$ cat src/rtl/frz_pkg.sv
package frz_pkg;
  localparam int unsigned SLOT_COUNT = 11;
  localparam int unsigned SLOT_RSVD = 2;
  localparam int unsigned SLOT_SYS_WDOG = 3;

  typedef enum logic [1:0] {
    WIDX_SET = 2'd0,
    WIDX_CLR = 2'd1,
    WIDX_DBG = 2'd2,
    WIDX_NONE = 2'd3
  } widx_e;

  localparam logic [1:0] DBG_EN_RESET = 2'b01;
endpackage

$ cat src/rtl/frz_sw_state.sv
module frz_sw_state #(
  parameter int unsigned N = 11
) (
  input  logic         clk,
  input  logic         rst_n,
  input  logic [N-1:0] set_mask,
  input  logic [N-1:0] clr_mask,
  output logic [N-1:0] sw_q
);
  logic [N-1:0] sw_d;
  logic         sw_upd;

  always_comb begin
    sw_upd = (|set_mask) | (|clr_mask);
    sw_d   = (sw_q | set_mask) & ~clr_mask;
  end

  always_ff @(posedge clk or negedge rst_n) begin
    if (!rst_n) begin
      sw_q <= '0;
    end else if (sw_upd) begin
      sw_q <= sw_d;
    end
  end

  AST_SET_STICKS: assert property (@(posedge clk) disable iff (!rst_n)
    ((|set_mask) && ~|(set_mask & clr_mask)) |=> ((sw_q & $past(set_mask)) == $past(set_mask)));

  AST_CLR_DROPS: assert property (@(posedge clk) disable iff (!rst_n)
    (|clr_mask) |=> ((sw_q & $past(clr_mask)) == '0));

  AST_IDLE_HOLD: assert property (@(posedge clk) disable iff (!rst_n)
    (~|set_mask && ~|clr_mask) |=> $stable(sw_q));
endmodule

$ cat src/rtl/frz_dbg_ctrl.sv
module frz_dbg_ctrl
  import frz_pkg::*;
(
  input  logic       clk,
  input  logic       rst_n,
  input  logic       wr_stb,
  input  logic [1:0] wbits,
  output logic       en_sys,
  output logic       en_radio
);
  logic [1:0] en_q;
  logic [1:0] en_d;

  always_comb begin
    en_d = wbits;
  end

  always_ff @(posedge clk or negedge rst_n) begin
    if (!rst_n) begin
      en_q <= DBG_EN_RESET;
    end else if (wr_stb) begin
      en_q <= en_d;
    end
  end

  assign en_sys   = en_q[0];
  assign en_radio = en_q[1];

  AST_EN_HOLD: assert property (@(posedge clk) disable iff (!rst_n)
    !wr_stb |=> $stable(en_q));
endmodule

$ cat src/rtl/frz_combine.sv
module frz_combine
  import frz_pkg::*;
#(
  parameter int unsigned N = 11
) (
  input  logic         clk,
  input  logic         rst_n,
  input  logic [N-1:0] sw_q,
  input  logic         en_sys,
  input  logic         en_radio,
  input  logic         sys_halted,
  input  logic         radio_halted,
  input  logic         wdog_nmi,
  output logic [N-1:0] freeze
);
  logic halt_all;

  assign halt_all = (sys_halted & en_sys) | (radio_halted & en_radio);

  for (genvar i = 0; i < N; i++) begin : g_slot
    if (i == SLOT_RSVD) begin : g_rsvd
      assign freeze[i] = 1'b0;
    end else if (i == SLOT_SYS_WDOG) begin : g_wdog
      assign freeze[i] = (sw_q[i] & ~wdog_nmi) | sys_halted | halt_all;
    end else begin : g_plain
      assign freeze[i] = sw_q[i] | halt_all;
    end
  end

  AST_SYS_HALT_ALL: assert property (@(posedge clk) disable iff (!rst_n)
    (sys_halted && en_sys) |-> ($countones(freeze) == N - 1));

  AST_RADIO_HALT_ALL: assert property (@(posedge clk) disable iff (!rst_n)
    (radio_halted && en_radio) |-> ($countones(freeze) == N - 1));

  AST_WDOG_ON_HALT: assert property (@(posedge clk) disable iff (!rst_n)
    sys_halted |-> freeze[SLOT_SYS_WDOG]);

  AST_NMI_BLOCKS_SW: assert property (@(posedge clk) disable iff (!rst_n)
    (wdog_nmi && !sys_halted && !(radio_halted && en_radio)) |-> !freeze[SLOT_SYS_WDOG]);

  AST_NO_HALT_FOLLOW: assert property (@(posedge clk) disable iff (!rst_n)
    (!sys_halted && !(radio_halted && en_radio) && !wdog_nmi) |->
      (freeze == (sw_q & ~(N'(1) << SLOT_RSVD))));
endmodule

$ cat src/rtl/dbg_freeze_ctrl.sv
module dbg_freeze_ctrl
  import frz_pkg::*;
#(
  parameter int unsigned NUM_SLOTS = SLOT_COUNT,
  parameter int unsigned ADDR_W    = 4,
  parameter int unsigned DATA_W    = 32
) (
  input  logic                 clk,
  input  logic                 rst_n,
  input  logic                 bus_wr,
  input  logic [ADDR_W-1:0]    bus_addr,
  input  logic [DATA_W-1:0]    bus_wdata,
  output logic [DATA_W-1:0]    bus_rdata,
  input  logic                 sys_cpu_halted,
  input  logic                 radio_cpu_halted,
  input  logic                 wdog_nmi_mode,
  output logic [NUM_SLOTS-1:0] freeze_o
);
  localparam int unsigned IDX_W = ADDR_W - 2;

  logic [1:0]           rst_sync;
  logic                 rst_int_n;
  widx_e                widx;
  logic [NUM_SLOTS-1:0] set_mask;
  logic [NUM_SLOTS-1:0] clr_mask;
  logic                 dbg_wr;
  logic [NUM_SLOTS-1:0] sw_q;
  logic                 en_sys;
  logic                 en_radio;
  logic                 unused_wdata;

  always_ff @(posedge clk or negedge rst_n) begin
    if (!rst_n) begin
      rst_sync <= 2'b00;
    end else begin
      rst_sync <= {rst_sync[0], 1'b1};
    end
  end
  assign rst_int_n = rst_sync[1];

  always_comb begin
    widx = WIDX_NONE;
    if (bus_addr[1:0] == 2'b00) begin
      case (bus_addr[ADDR_W-1:2])
        IDX_W'(0): widx = WIDX_SET;
        IDX_W'(1): widx = WIDX_CLR;
        IDX_W'(2): widx = WIDX_DBG;
        default:   widx = WIDX_NONE;
      endcase
    end
  end

  always_comb begin
    set_mask = '0;
    clr_mask = '0;
    dbg_wr   = 1'b0;
    if (bus_wr) begin
      case (widx)
        WIDX_SET: set_mask = bus_wdata[NUM_SLOTS-1:0];
        WIDX_CLR: clr_mask = bus_wdata[NUM_SLOTS-1:0];
        WIDX_DBG: dbg_wr   = 1'b1;
        default:  ;
      endcase
    end
  end

  assign unused_wdata = ^bus_wdata[DATA_W-1:NUM_SLOTS];

  always_comb begin
    bus_rdata = '0;
    case (widx)
      WIDX_SET, WIDX_CLR: bus_rdata[NUM_SLOTS-1:0] = sw_q;
      WIDX_DBG:           bus_rdata[1:0] = {en_radio, en_sys};
      default:            ;
    endcase
  end

  frz_sw_state #(.N(NUM_SLOTS)) i_sw_state (
    .clk      (clk),
    .rst_n    (rst_int_n),
    .set_mask (set_mask),
    .clr_mask (clr_mask),
    .sw_q     (sw_q)
  );

  frz_dbg_ctrl i_dbg_ctrl (
    .clk      (clk),
    .rst_n    (rst_int_n),
    .wr_stb   (dbg_wr),
    .wbits    (bus_wdata[1:0]),
    .en_sys   (en_sys),
    .en_radio (en_radio)
  );

  frz_combine #(.N(NUM_SLOTS)) i_combine (
    .clk          (clk),
    .rst_n        (rst_int_n),
    .sw_q         (sw_q),
    .en_sys       (en_sys),
    .en_radio     (en_radio),
    .sys_halted   (sys_cpu_halted),
    .radio_halted (radio_cpu_halted),
    .wdog_nmi     (wdog_nmi_mode),
    .freeze       (freeze_o)
  );

  AST_RSVD_QUIET: assert property (@(posedge clk) disable iff (!rst_int_n)
    !freeze_o[SLOT_RSVD]);

  AST_UNMAPPED_READ: assert property (@(posedge clk) disable iff (!rst_int_n)
    (widx == WIDX_NONE) |-> (bus_rdata == '0));
endmodule

$ cat config.mk
export PLATFORM = sky130hd
export DESIGN_NAME = dbg_freeze_ctrl
export DESIGN_NICKNAME = d
export VERILOG_FILES = /design/src/rtl/frz_pkg.sv /design/src/rtl/frz_sw_state.sv /design/src/rtl/frz_dbg_ctrl.sv /design/src/rtl/frz_combine.sv /design/src/rtl/dbg_freeze_ctrl.sv
export SDC_FILE = /design/constraint.sdc
export NUM_CORES = 1
export LEC_CHECK = 0
export ABC_CLOCK_PERIOD_IN_PS = 1400
export BUFFER_PORTS_ARGS = -buffer_cell sky130_fd_sc_hd__clkbuf_2
export CAP_MARGIN = 40
export CORE_MARGIN = 3
export CORE_UTILIZATION = 40
export CTS_CLUSTER_SIZE = 12
export DETAILED_ROUTE_END_ITERATION = 10
export PLACE_DENSITY = 0.85
export SLEW_MARGIN = 20
export SYNTH_ARGS = -nofsm -noshare
export SYNTH_HDL_FRONTEND = slang
export SYNTH_SLANG_ARGS = --single-unit
$ cat constraint.sdc
create_clock -name clk -period 1.4 [get_ports clk]
set_input_delay 0.14 -clock clk [delete_from_list [all_inputs] [get_ports clk]]
set_output_delay 0.14 -clock clk [all_outputs]
set_load 0.01 [all_outputs]
Yosys cells after proc, flatten, opt, wreduce, memory -nomap -nowiden
Cells that the tools add are included.
{"block": "word_totals", "reg_bits": 15, "latch_bits": 0, "ram_bits": 0, "mem_bits_ro": 0, "inputBits": 42, "output_inout_bits": 43, "word_cells": 43, "n_memories": 0}
{"block": "classes", "n_addsub": 0, "multipliers": 0, "n_div": 0, "magnitude_cmp": 0, "n_eq_ne": 4, "n_shift": 0, "n_mux": 10, "bitwise_logic": 20, "reduce_logical": 6}
{"cell": "$mux W11", "n": 4}
{"cell": "$reduce_or A11 Y1", "n": 2}
{"cell": "$or A1 B1 Y1", "n": 13}
{"cell": "$and A11 B11 Y11", "n": 1}
{"cell": "$not A11 Y11", "n": 1}
{"cell": "$or A11 B11 Y11", "n": 1}
{"cell": "$mux W9", "n": 1}
{"cell": "$logic_not A2 Y1", "n": 3}
{"cell": "$pmux W2 S3", "n": 1}
{"cell": "$eq A2 B1 Y1 const B", "n": 2}
{"cell": "$eq A2 B2 Y1 const B", "n": 2}
{"cell": "$pmux W2 S2", "n": 1}
{"cell": "$and A1 B1 Y1", "n": 3}
{"cell": "$mux W1", "n": 2}
{"cell": "$mux W2", "n": 1}
{"cell": "$reduce_or A2 Y1", "n": 1}
{"cell": "$not A1 Y1", "n": 1}

Depth between registers and ports, before layout
{"block": "depth", "word_depth": 8, "ltp_mapped": 4, "mapped_depth_nobuf": 3}

By module
Synthesis repeated with hierarchy kept, for this count alone.
{"block": "hier_totals", "cells_unflattened": 112, "hier_area_um2": 1079.8}
{"module": "dbg_freeze_ctrl", "n_inst": 1, "cells_per_inst": 72, "area_per_inst_um2": 518.0}
{"module": "frz_sw_state", "n_inst": 1, "cells_per_inst": 22, "area_per_inst_um2": 385.4}
{"module": "frz_combine", "n_inst": 1, "cells_per_inst": 14, "area_per_inst_um2": 102.6}
{"module": "frz_dbg_ctrl", "n_inst": 1, "cells_per_inst": 4, "area_per_inst_um2": 73.8}

Least setup slack after synthesis
Ideal clock, no wire load.
{"block": "synth_timing", "kind": "flip-flop to output port", "startpoint": "register i_dbg_ctrl.en_q[1]", "endpoint": "output freeze_o[0]", "arrival_ns": 0.977, "required_time_ns": 1.260, "path_slack_ns": 0.283, "path_stages_with_launch": 3, "path_cell_list": "dfrtp_1 -> a22oi_1 -> nand2_1"}
{"block": "synth_between", "elab_chain_len": 3}
{"item": "start, declared", "line_no": "frz_dbg_ctrl.sv:11", "rtl": "logic [1:0] en_q;"}
{"item": "start signal, assigned", "line_no": "frz_dbg_ctrl.sv:22", "rtl": "en_q <= en_d;"}
{"item": "$and A1 B1 Y1", "line_no": "frz_combine.sv:18", "rtl": "assign halt_all = (sys_halted & en_sys) | (radio_halted & en_radio);"}
{"item": "$or A1 B1 Y1", "line_no": "frz_combine.sv:18"}
{"item": "$or A1 B1 Y1", "line_no": "frz_combine.sv:26", "rtl": "assign freeze[i] = sw_q[i] | halt_all;"}
{"item": "end, declared", "line_no": "dbg_freeze_ctrl.sv:17", "rtl": "output logic [NUM_SLOTS-1:0] freeze_o"}
Every way passes these cells.

Final worst setup path
{"block": "layout_timing", "startpoint": "register i_dbg_ctrl.en_q[1]", "endpoint": "output freeze_o[3]"}
{"block": "layout_between", "elab_chain_len": 3}
{"item": "$and A1 B1 Y1", "line_no": "frz_combine.sv:18"}
{"item": "$or A1 B1 Y1", "line_no": "frz_combine.sv:18"}
{"item": "$or A1 B1 Y1", "line_no": "frz_combine.sv:24", "rtl": "assign freeze[i] = (sw_q[i] & ~wdog_nmi) | sys_halted | halt_all;"}
Every way passes these cells.

==> flow_summary.rst <==
.. list-table::
   :header-rows: 1

   * - Metric
     - Value
   * - Share of cells above drive strength 1
     - 0.3709
   * - Routed via count
     - 768
   * - Worst EP required
     - 1.26 ns
   * - Latest clock arrival within the worst-skew pair
     - 0.27 ns
   * - Number of global-route vias before repair
     - 715
   * - P_leak
     - 0.7262 nW
   * - Average instance area after synthesis
     - 9.192 um2
   * - Number of remaining DRC errors
     - 0
   * - CTS sink count
     - 15
   * - Diodes inserted
     - 0
   * - Maximum number of pins on one net before global-route repair
     - 14
   * - Post-Route Setup TNS
     - 0 ns
   * - Routed wire length per instance
     - 12.08 um
   * - Seq/Total Area, Yosys
     - 0.3940
   * - Port buffer count
     - 41
   * - Power, Total
     - 0.001263 W
   * - Row cnt
     - 17
   * - Initial antenna violation count
     - 0
   * - RSZ-0062 raised after global routing
     - yes
   * - Worst slew slack as a fraction of its limit
     - 0.6396
   * - Final Max Tran Viols
     - 0
   * - CTS tree
     - yes
   * - Tightest Hold Check Type
     - input pin to flip-flop
   * - Area of the mapped netlist
     - 955.9 um2
   * - Instance count of the mapped netlist
     - 104
   * - Crit path kind
     - flip-flop to output port
   * - Pre-CTS setup slack
     - -0.04654 ns
   * - Starting DRT DRC Count
     - 5
   * - Fraction of power consumed by combinational cells
     - 0.350
   * - Root Driver
     - sky130_fd_sc_hd__clkbuf_4
   * - Setup-failing EPs final
     - 0
   * - Die boundary height
     - 54.89 um
   * - Proportion of power drawn by the clock network
     - 0.184
   * - Total clock buffers created by CTS
     - 3
   * - Remaining number of nets flagged by the antenna check after routing
     - 0
   * - Congestion Overflow GR
     - 0
   * - Peak Freq
     - 725.4 MHz
   * - Max-cap viol count
     - 0
   * - Startpoint kind of the worst setup timing path
     - flip-flop
   * - Die area
     - 3012 um2
   * - PnR worst setup slack
     - 0.02144 ns
   * - Router iterations before antenna repair
     - 4
   * - Buf+Inv Stages, Crit Path
     - 2
   * - Total wire length after detailed routing
     - 2162 um
   * - Slowest cell on the critical path
     - sky130_fd_sc_hd__dfrtp_1
   * - RePlAce Congestion
     - 0.6827
   * - Internal power component
     - 0.0008419 W
   * - Switching share of total power
     - 0.3333
   * - Total global routing track utilization
     - 0.1463
   * - Chain of cells forming the critical path
     - buf_6, a221o_1, buf_2
   * - Commonest cells after routing, fill and taps aside
     - sky130_fd_sc_hd__clkbuf_2 (31), sky130_fd_sc_hd__conb_1 (23), sky130_fd_sc_hd__nand2_1 (20)
   * - Peak fanout along the critical path
     - 3
   * - Number of hold-slack violations in the final timing report
     - 0
   * - Kind of cell with the highest combined delay on the critical path
     - flip-flops
   * - Synthesized flop and latch total
     - 15
   * - CP peak stage delay
     - 0.40 ns
   * - Result of the run
     - finished, final reports clean
   * - Share of the clock period used by the worst path after layout
     - 0.9847
   * - Data arrival time of the worst path
     - 1.24 ns
   * - Level count of the clock H-tree
     - 1
   * - Number of top-level pins
     - 85
   * - Maximum buffer depth of the clock tree
     - 2
   * - Largest vdd supply drop
     - 597.5 uV
   * - Slew @ Worst Pin
     - 0.5406 ns
   * - Pwr Density
     - 1056 nW/um2
   * - Clk_skew
     - 0.001133 ns
   * - Kind of end point of the critical path
     - output port
   * - Starting utilization of the core area
     - 0.4280
   * - Crit path time final
     - 1.379 ns
   * - Total Nets Final
     - 194
   * - Proportion of power drawn by flip-flops and latches
     - 0.466
   * - Hold Worst Slack
     - 0.1124 ns
   * - Most common cell after layout, fill and taps aside
     - sky130_fd_sc_hd__clkbuf_2
   * - Netlist cell types
     - 16
   * - Placeable Area
     - 2233 um2
   * - Warning count from the yosys run
     - 0
   * - Fillers
     - 224
   * - Layout area overhead
     - 25.13%
   * - Via-per-instance ratio
     - 4.291
   * - Die W
     - 54.89 um
   * - Clock transition at path regs
     - 0.08 ns
   * - Global-route wire length before repair
     - 3111 um
   * - Detailed placer's ending HPWL
     - 1701 um
   * - Power spent charging and discharging nets
     - 0.0004208 W
## per-layer routing
layer / wire [um] / up-vias / global-route usage
li1: - / 374 / -
met1: 860 / 349 / 0.1737
met2: 1062 / 43 / 0.2480
met3: 227 / 2 / 0.04360
met4: 12 / 0 / 0.04979
met5: 0 / - / 0
## final cells by class
| type | instances | area (um2) | share of cell area |
|---|---|---|---|
| inverters | 12 | 45.04 | 0.03766 |
| clock buffers | 4 | 26.28 | 0.02197 |
| repair buffers | 47 | 272.8 | 0.2280 |
| multi-input cells | 73 | 440.4 | 0.3682 |
| well taps | 28 | 35.03 | 0.02929 |
| flip-flops and latches | 15 | 376.6 | 0.3149 |
## metrics by stage
| stage | utilization | cells | instance area (um2) |
|---|---|---|---|
| finish | 0.5356 | 179 | 1196 |
| global route | 0.5356 | 179 | 1196 |
| CTS | 0.5272 | 179 | 1177 |
| detailed placement | 0.5036 | 173 | 1125 |
| global placement | 0.5036 | 173 | 1125 |
| floorplan | - | 125 | 1035 |
## sequential cells by signal, summed over array words and instances, names as in the netlist
name,count
rst_sync,2
i_dbg_ctrl.en_q,2
i_sw_state.sw_q,11
## final timing paths
check	cells past startpoint	slack (ns)	end	from
max	3	0.02	freeze_o[3]	i_dbg_ctrl.en_q[1]
min	3	0.11	i_sw_state.sw_q[3]	bus_wdata[3]
max reg2reg	2	0.52	i_dbg_ctrl.en_q[1]	i_dbg_ctrl.en_q[1]
min reg2reg	0	0.22	i_sw_state.sw_q[6]	rst_sync[1]
max in group asynchronous	0	0.81	i_dbg_ctrl.en_q[0]	rst_sync[1]
min in group asynchronous	2	0.18	rst_sync[0]	rst_n
## power groups by stage
stage | combinational (W) | clock (W) | sequential (W)
finish | 0.000443 | 0.000232 | 0.000588
global route | 0.000498 | 0.000274 | 0.000599
detailed placement | 0.000399 | 0 | 0.000592
global placement | 0.000382 | 0 | 0.000585
floorplan | 0.000281 | 0 | 0.000575
CTS | 0.000420 | 0.000243 | 0.000587
## Yosys cell counts, drive strengths merged
cell type | number | share of area
buf | 23 | 0.18
nand2 | 21 | 0.082
dfrtp | 14 | 0.37
inv | 12 | 0.047
mux2i | 11 | 0.12
and2 | 9 | 0.059
a22o | 2 | 0.018
clkbuf | 2 | 0.0079
conb | 2 | 0.0079
mux2 | 2 | 0.024
nor4b | 2 | 0.041
a221o | 1 | 0.010
a22oi | 1 | 0.0079
dfstp | 1 | 0.027
nor3 | 1 | 0.0052
## tightest hold or removal path, delay by kind of cell
family | cells | cell delay (ns)
buffers and inverters | 1 | 0.08
muxes | 1 | 0.07
and+or+nand+nor | 1 | 0.06
## timing repair
action,4_1_cts,5_1_grt
pin swaps,1,0
hold buffers,1,0
resized for setup,2,14
hold endpoints to repair,2,0
setup buffers,1,0
setup endpoints to repair,9,10
## cells by family (layout without fill, tap and decap cells)
| kind of cell | Yosys count | count (layout) | synth area share |
|---|---|---|---|
| muxes | 13 | 13 | 0.1387 |
| other | 2 | 23 | 0.007856 |
| buffers and inverters | 37 | 63 | 0.2356 |
| DFF | 15 | 15 | 0.3940 |
| and+or+nand+nor | 33 | 33 | 0.1872 |
| AOI/OAI and AO/OA | 4 | 4 | 0.03666 |
(Power assumes the default switching activity.)
